## config.mk

```make
export PLATFORM = sky130hd
export DESIGN_NAME = tps_track_sel
export DESIGN_NICKNAME = d
export VERILOG_FILES = /design/src/rtl/tps_pkg.sv /design/src/rtl/tps_sel_n2.sv /design/src/rtl/tps_merge.sv /design/src/rtl/tps_track_sel.sv
export SDC_FILE = /design/constraint.sdc
export NUM_CORES = 1
export LEC_CHECK = 0
export BUFFER_PORTS_ARGS = -buffer_cell sky130_fd_sc_hd__buf_2
export CELL_PAD_IN_SITES_DETAIL_PLACEMENT = 0
export CELL_PAD_IN_SITES_GLOBAL_PLACEMENT = 1
export CORE_MARGIN = 5
export CORE_UTILIZATION = 41
export CTS_BUF_LIST = sky130_fd_sc_hd__clkbuf_8 sky130_fd_sc_hd__clkbuf_16
export CTS_CLUSTER_DIAMETER = 100
export DETAILED_ROUTE_END_ITERATION = 8
export GPL_ROUTABILITY_DRIVEN = 0
export PLACE_DENSITY_LB_ADDON = 0.1
export SKIP_LAST_GASP = 1
export SLEW_MARGIN = 20
export SYNTH_ARGS = -nofsm -noshare
export SYNTH_HDL_FRONTEND = slang
export SYNTH_SLANG_ARGS = --single-unit
```

## constraint.sdc

```tcl
create_clock -name clk -period 17.5 [get_ports clk]
set_input_delay 3.5 -clock clk [delete_from_list [all_inputs] [get_ports clk]]
set_output_delay 3.5 -clock clk [all_outputs]
set_load 0.02 [all_outputs]
```

## src/rtl/tps_pkg.sv

```systemverilog
package tps_pkg;

    localparam int TPS_NCAND  = 6;
    localparam int TPS_MAG_W  = 4;
    localparam int TPS_HID_W  = 1;
    localparam int TPS_POS_W  = $clog2(TPS_NCAND + 1);
    localparam int TPS_WORD_W = 2 + TPS_MAG_W + TPS_POS_W + TPS_HID_W;

    typedef struct packed {
        logic                 vld;
        logic                 sgn;
        logic [TPS_MAG_W-1:0] mag;
        logic [TPS_HID_W-1:0] hid;
    } cand_t;

    typedef struct packed {
        logic                 vld;
        logic                 sgn;
        logic [TPS_MAG_W-1:0] mag;
        logic [TPS_HID_W-1:0] hid;
        logic [TPS_POS_W-1:0] pos;
    } pick_t;

    typedef enum logic [1:0] {
        MG_BOTH_LOW  = 2'd0,
        MG_HIGH_LOW  = 2'd1,
        MG_BOTH_HIGH = 2'd2
    } merge_e;

    // Output word: {category, sign, magnitude, position, hit id}; absent -> all zeros
    function automatic logic [TPS_WORD_W-1:0] tps_pack(input logic cat, input pick_t p);
        if (!p.vld) return '0;
        return {cat, p.sgn, p.mag, p.pos, p.hid};
    endfunction

endpackage

```

## src/rtl/tps_sel_n2.sv

```systemverilog
module tps_sel_n2
    import tps_pkg::*;
#(
    parameter int NCAND = TPS_NCAND
) (
    input  cand_t [NCAND-1:0] cands,
    output pick_t             first,
    output pick_t             second
);

    localparam int IDX_W = (NCAND > 1) ? $clog2(NCAND) : 1;
    localparam int KEY_W = 1 + TPS_MAG_W + IDX_W;

    // Rank key: presence, then magnitude, then index (higher index wins ties)
    logic [KEY_W-1:0] key [NCAND];

    for (genvar gi = 0; gi < NCAND; gi++) begin : g_key
        assign key[gi] = {cands[gi].vld, cands[gi].mag, IDX_W'(gi)};
    end

    logic [IDX_W-1:0] best_i, next_i;
    logic [KEY_W-1:0] best_k, next_k;
    logic             next_have;

    always_comb begin
        best_i = '0;
        best_k = key[0];
        for (int i = 1; i < NCAND; i++) begin
            if (key[i] > best_k) begin
                best_i = IDX_W'(i);
                best_k = key[i];
            end
        end
        next_have = 1'b0;
        next_i    = '0;
        next_k    = '0;
        for (int i = 0; i < NCAND; i++) begin
            if ((IDX_W'(i) != best_i) && (!next_have || (key[i] > next_k))) begin
                next_have = 1'b1;
                next_i    = IDX_W'(i);
                next_k    = key[i];
            end
        end
    end

    always_comb begin
        first.vld  = cands[best_i].vld;
        first.sgn  = cands[best_i].sgn;
        first.mag  = cands[best_i].mag;
        first.hid  = cands[best_i].hid;
        first.pos  = cands[best_i].vld ? TPS_POS_W'(best_i) + TPS_POS_W'(1) : '0;
        second.vld = next_have & cands[next_i].vld;
        second.sgn = cands[next_i].sgn;
        second.mag = cands[next_i].mag;
        second.hid = cands[next_i].hid;
        second.pos = second.vld ? TPS_POS_W'(next_i) + TPS_POS_W'(1) : '0;
    end

endmodule

```

## src/rtl/tps_merge.sv

```systemverilog
module tps_merge
    import tps_pkg::*;
(
    input  pick_t                  hi_first,
    input  pick_t                  hi_second,
    input  pick_t                  lo_first,
    input  pick_t                  lo_second,
    output logic [TPS_WORD_W-1:0]  prim,
    output logic [TPS_WORD_W-1:0]  sec
);

    merge_e mode;

    always_comb begin
        if (hi_second.vld)     mode = MG_BOTH_HIGH;
        else if (hi_first.vld) mode = MG_HIGH_LOW;
        else                   mode = MG_BOTH_LOW;
    end

    always_comb begin
        unique case (mode)
            MG_BOTH_HIGH: begin
                prim = tps_pack(1'b1, hi_first);
                sec  = tps_pack(1'b1, hi_second);
            end
            MG_HIGH_LOW: begin
                prim = tps_pack(1'b1, hi_first);
                sec  = tps_pack(1'b0, lo_first);
            end
            MG_BOTH_LOW: begin
                prim = tps_pack(1'b0, lo_first);
                sec  = tps_pack(1'b0, lo_second);
            end
            default: begin
                prim = '0;
                sec  = '0;
            end
        endcase
    end

endmodule

```

## src/rtl/tps_track_sel.sv

```systemverilog
module tps_track_sel
    import tps_pkg::*;
#(
    parameter int NCAND = TPS_NCAND
) (
    input  logic                        clk,
    input  logic                        rst_n,
    input  logic [NCAND-1:0]            hi_vld,
    input  logic [NCAND-1:0]            hi_sgn,
    input  logic [NCAND*TPS_MAG_W-1:0]  hi_mag,
    input  logic [NCAND*TPS_HID_W-1:0]  hi_hid,
    input  logic [NCAND-1:0]            lo_vld,
    input  logic [NCAND-1:0]            lo_sgn,
    input  logic [NCAND*TPS_MAG_W-1:0]  lo_mag,
    input  logic [NCAND*TPS_HID_W-1:0]  lo_hid,
    output logic [TPS_WORD_W-1:0]       prim_word,
    output logic [TPS_WORD_W-1:0]       sec_word
);

    // Stage 1: capture candidates
    cand_t [NCAND-1:0] hi_in, lo_in, hi_q, lo_q;

    for (genvar gi = 0; gi < NCAND; gi++) begin : g_unpack
        assign hi_in[gi] = '{vld: hi_vld[gi], sgn: hi_sgn[gi],
                             mag: hi_mag[gi*TPS_MAG_W +: TPS_MAG_W],
                             hid: hi_hid[gi*TPS_HID_W +: TPS_HID_W]};
        assign lo_in[gi] = '{vld: lo_vld[gi], sgn: lo_sgn[gi],
                             mag: lo_mag[gi*TPS_MAG_W +: TPS_MAG_W],
                             hid: lo_hid[gi*TPS_HID_W +: TPS_HID_W]};
    end

    always_ff @(posedge clk or negedge rst_n) begin
        if (!rst_n) begin
            hi_q <= '0;
            lo_q <= '0;
        end else begin
            hi_q <= hi_in;
            lo_q <= lo_in;
        end
    end

    // Stage 2: per-group top-two ranking
    pick_t hi_a, hi_b, lo_a, lo_b;
    pick_t hi_a_q, hi_b_q, lo_a_q, lo_b_q;

    tps_sel_n2 #(.NCAND(NCAND)) u_sel_hi (.cands(hi_q), .first(hi_a), .second(hi_b));
    tps_sel_n2 #(.NCAND(NCAND)) u_sel_lo (.cands(lo_q), .first(lo_a), .second(lo_b));

    always_ff @(posedge clk or negedge rst_n) begin
        if (!rst_n) begin
            hi_a_q <= '0;
            hi_b_q <= '0;
            lo_a_q <= '0;
            lo_b_q <= '0;
        end else begin
            hi_a_q <= hi_a;
            hi_b_q <= hi_b;
            lo_a_q <= lo_a;
            lo_b_q <= lo_b;
        end
    end

    // Stage 3: category-first merge, registered outputs
    logic [TPS_WORD_W-1:0] prim_d, sec_d;

    tps_merge u_merge (
        .hi_first (hi_a_q),
        .hi_second(hi_b_q),
        .lo_first (lo_a_q),
        .lo_second(lo_b_q),
        .prim     (prim_d),
        .sec      (sec_d)
    );

    always_ff @(posedge clk or negedge rst_n) begin
        if (!rst_n) begin
            prim_word <= '0;
            sec_word  <= '0;
        end else begin
            prim_word <= prim_d;
            sec_word  <= sec_d;
        end
    end

endmodule

```

After elaboration in Yosys (flattened, before gate mapping)
Index checks and enable logic that the tools add are counted.
{ "classes": {"bitwise_logic": 2, "n_addsub": 4, "n_eq_ne": 12, "mux": 86, "n_reduce_logical": 33, "magnitude_cmp": 24} }
{ "ops": {"columns": ["cell", "count"], "rows": [
  ["$gt 8x8->1", 20],
  ["$mux 8", 18],
  ["$mux 10", 10],
  ["$bmux 7 s3", 4],
  ["$pmux 10 s3", 2],
  ["$mux 3", 16],
  ["$mux 7", 4],
  ["$mux 1", 27],
  ["$lt 3x4->1 const B", 4],
  ["$add 3x1->3 const B", 4],
  ["$ne 2x3->1 const A", 4],
  ["$ne 3x3->1 const A", 4],
  ["$logic_and 1x1->1", 10],
  ["$logic_not 1->1", 10],
  ["$logic_or 1x1->1", 10],
  ["$mux 2", 5],
  ["$ne 1x3->1 const A", 2],
  ["$reduce_bool 3->1", 2],
  ["$and 1x1->1", 2],
  ["$eq 2x1->1 const B", 1],
  ["$eq 2x2->1 const B", 1],
  ["$logic_not 2->1", 1]
]} }
{ "totals": {"register_bits": 144, "inputBits": 86, "elab_cells": 231, "output_inout_bits": 20} }

Longest topological paths before layout
{ "depth": {"depth_word": 36, "depth_mapped": 96, "mapped_depth_nobuf": 90} }

Hierarchy
A second synthesis with hierarchy kept.
{ "unflattened": {"cells_unflattened": 926, "area_unflattened_um2": 9168.8} }
{ "by_module_without_submodules": {"columns": ["mod", "cells_each", "area_per_inst_um2", "n_inst"], "rows": [
  ["tps_track_sel", 144, 3603.5, 1],
  ["tps_sel_n2 at u_sel_lo", 377, 2630.0, 1],
  ["tps_sel_n2 at u_sel_hi", 348, 2513.7, 1],
  ["tps_merge", 57, 421.7, 1]
]} }

Least setup slack after synthesis
Ideal clock, no wire load.
{ "synth_path": {"kind": "register to register", "start": "register lo_q[3] (netlist bit)", "end": "register lo_b_q[1] (netlist bit)", "setup_ns": 0.119, "n_path_buf": 10, "slack_ns": 0.866, "t_required_ns": 17.381, "path_stages_with_launch": 93, "synth_period_minus_slack_ns": 16.634, "arrival_time_ns": 16.515, "path_cell_list": "dfrtp_1 inv_1 ha_1 a21o_1 a31o_4 a21o_1 buf_2 a21oi_1 ha_1 a21o_1 a31oi_2 nand2_1 o21ai_0 inv_1 ha_1 o21ai_0 a21oi_1 o21ai_0 [57 not listed] a21bo_2 o211ai_4 clkbuf_1 o21ai_0 o21ai_0 ha_1 o21ai_0 nand2b_1 a21oi_1 nor2b_1 o21ai_0 a22o_1 buf_1 a31oi_1 o22ai_1 a211o_1 a31oi_2 and2_1"} }
{ "synth_lines": {"columns": ["element", "line", "rtl"], "rows": [
  ["from (decl)", "tps_track_sel.sv:21", "cand_t [NCAND-1:0] hi_in, lo_in, hi_q, lo_q;"],
  ["from (signal assigned)", "tps_track_sel.sv:38", "lo_q <= lo_in;"],
  ["to (signal assigned)", "tps_track_sel.sv:59", "lo_b_q <= lo_b;"],
  ["to (decl)", "tps_track_sel.sv:44", "pick_t hi_a_q, hi_b_q, lo_a_q, lo_b_q;"]
]} }

==> impl_results.md <==
- Slew @ Worst Pin: ~800 ps
- FMAX: 61.7 MHz
- Mean Syn Cell Area: 9.38 um2
- DRT antenna net count: 0
- Critical Path Slowest Stage Cell: dfrtp_2
- Reg2reg start: hi_q[3]$_DFF_PN0_
- # nets final: 1,287
- Clock buffer depth: 2
- Setup Viol. Count Final: 0
- Worst hold slack: 464 ps
- Status: finished clean
- Total gr overflow: 0
- Final worst-path cycle share: between 90 and 100%
- Sequential share of the synthesized area: between 30 and 40%
- First-pass GRT wire length: 44.0 mm
- CP delay by family, top: compound AO/OA/AOI/OAI gates
- Worst-Skew Late Latency: 430 ps
- IO buf count: approximately 110
- Reg2reg setup slack: between 1000 and 1500 ps
- Post-synth ARST share: 100%
- DP Worst Slack: 372 ps
- Placed Cells: 1,360
- Final Hold Fails: 0
- 1st-pass router iterations: 5
- Initial antenna violation count: 0
- Post-Syn Area: 0.00916 mm2
- Vias per cell: 5.60
- Synth Warn #: 0
- Root buffer cell: clkbuf_16
- M1 GR Usage: 35.8%
- R2R depth: 89
- Vias in the first global route: around 7,500
- Class of the worst hold path: reg2reg
- Worst setup endpoint: hi_b_q[2]$_DFF_PN0_
- Pin count of the biggest net entering global routing: just under 90
- Syn Nets: between 1,000 and 1,500
- Crit. path cell count: 89
- GR peak layer: met1
- # DRC: 0
- Post-DR wirelength/cell: 20.2 um
- Max-slew headroom: ~46%
- CTS tree: built
- Antenna diode count: 0
- Rows: 54
- Die Wd: between 150 and 200 um
- Yosys top cell area share: between 30% and 40%
- Crit path buf inv count: 11
- Max-slew violations: 0
- Worst Setup SP: hi_q[3]$_DFF_PN0_
- Area grow syn2layout: 18.8%
- Crit path DAT: 16,520 ps
- Htree depth: 4
- Core area: 0.0219 mm2
- Via count: around 7,800
- Gate Count Post-Synth: 977
- Area share of fa/ha/maj cells after synthesis: 13.7%
- Die H: 159 um
- # hold bufs at CTS: 0
- Simple-gate share of the synthesized area: 13.7%
- Post-DP HPWL: roughly 22 mm
- CP Max Fanout: 18
- Crit Path Category: reg2reg
- Synth Flop Type: dfrtp_1
- Clk_skew: 11.3 ps
- Number of synthesized flops with an enable pin: 0
- Share of layout cells above drive strength 1: 21.3%
- Worst Setup End Kind: flop
- Die Area: 0.0254 mm2
- Max-cap violations: 0
- CTS clk-pin slew, worst paths: 70 ps
- Initial core utilization: 41.8%
- Top post-synthesis cells by area: dfrtp_1 (39%), ha_1 (14%), a21oi_1 (4.9%)
- Largest family of logic cells by synthesized area: compound AO/OA/AOI/OAI gates
- Final Critical Period: 16,210 ps
- Cell taking the most area after synthesis: dfrtp_1
- CP startpoint kind: flop
- Commonest non-fill, non-tap cells in the layout: dfrtp_1 (143), nand2_1 (110), buf_2 (104), ha_1 (99), a21oi_1 (86)
- XOR/XNOR Fraction of Synth Area: 0%
- Commonest non-fill, non-tap cell in the layout: dfrtp_1
- RR Endpoint: hi_b_q[2]$_DFF_PN0_
- Largest stage delay, worst path: 430 ps
- GR Layer Usage met3: 4.87%
- Gr usage total: roughly 22%
- Worst path required time: 17,800 ps
- Boundary Pins: 106
- Cts bufs inserted: 17
- Unique masters post-synth: 79
- Total Wirelength: ~28 mm
- Non-Filler Instances: roughly 1,400
- Critical Path Most Common Cell: a21o_1
- Worst setup margin: 1290 ps
- Compound-gate portion of the synthesized area: 24.7%
- Synth Register Bits: 144
- Met2 Usage GRT: 29.3%
- # clock sinks: roughly 140
- Multiplexer share of the synthesized area: 4.64%
- Iteration-0 DRC Markers: 718
-- flip-flops by register name, summed over array words and instances, names as in the netlist --
register	count
prim_word	10
sec_word	10
lo_q	42
hi_q	42
hi_a_q	10
hi_b_q	10
lo_b_q	10
lo_a_q	10
-- final cells by class --
type	count	area, um2
Inverter	58	220
Timing Repair Buffer	139	787
Fill cell	2057	11000
Sequential cell	144	3600
Multi-Input combinational cell	741	5310
Clock buffer	17	425
Clock inverter	15	186
Tap cell	280	350
-- worst min-delay path by stage --
stage | start | end | slack [ps] | depth (start not counted)
finish | hi_b_q[6]$_DFF_PN0_ | sec_word[6]$_DFF_PN0_ | 460 | 2
global route | hi_b_q[2]$_DFF_PN0_ | sec_word[3]$_DFF_PN0_ | 480 | 2
CTS | hi_b_q[6]$_DFF_PN0_ | sec_word[6]$_DFF_PN0_ | 460 | 2
floorplan | hi_a_q[9]$_DFF_PN0_ | prim_word[9]$_DFF_PN0_ | 430 | 1
detailed placement | hi_b_q[6]$_DFF_PN0_ | sec_word[6]$_DFF_PN0_ | 450 | 2
global placement | hi_b_q[6]$_DFF_PN0_ | sec_word[6]$_DFF_PN0_ | 450 | 2
-- per-stage QoR --
stage,instance area [um2],util (%),TNS (ps)
after floorplan,9160,-,0
after global placement,10200,46.4,0
after detailed placement,10200,46.4,0
after CTS,10800,49.2,0
after global routing,10900,49.7,-23.4
final,10900,49.7,0
-- cell usage after synthesis (10+ instances only) --
cell type  count
dfrtp_1      144
nand2_1      111
ha_1         100
a21oi_1       89
nor2_1        76
o21ai_0       56
inv_1         55
a21o_1        34
mux2i_1       29
clkbuf_1      26
a211oi_1      18
nand3_1       15
o21a_1        15
nor2b_1       14
a31oi_1       12
nand4_1       12
mux2_2        10
nand2b_1      10
o21ai_1       10
-- worst reg2reg max path: cells and delay by family, from the launching register on --
kind | cells | cell delay (ps)
muxes | 2 | 500
buffers and inverters | 11 | 1320
adders and majority gates | 12 | 3220
DFF | 1 | 430
AOI/OAI and AO/OA | 49 | 8540
and+or+nand+nor | 15 | 2070
-- logic make-up (layout without fill, tap and decap cells) --
| kind of cell | Yosys count | after routing |
|---|---|---|
| AO/OA/AOI/OAI | 327 | 327 |
| flip-flops | 144 | 144 |
| AND/OR/NAND/NOR | 274 | 274 |
| adder cells (fa/ha/maj) | 100 | 100 |
| buffers and inverters | 92 | 229 |
| multiplexers | 40 | 40 |
-- per-layer routing --
metal	up-vias	routed length, um
met5	-	0
met4	0	362
met3	30	1910
met2	253	11100
met1	3725	14800
li1	3804	-
-- what timing repair did --
action | 4_1_cts | 5_1_grt
buffers inserted | 0 | 2
resized for setup | 0 | 25
hold endpoints to repair | 0 | 0
setup endpoints to repair | 0 | 17
Power is not shown: default switching activity piles up to over one toggle a cycle in this logic, so the estimate is an artifact.
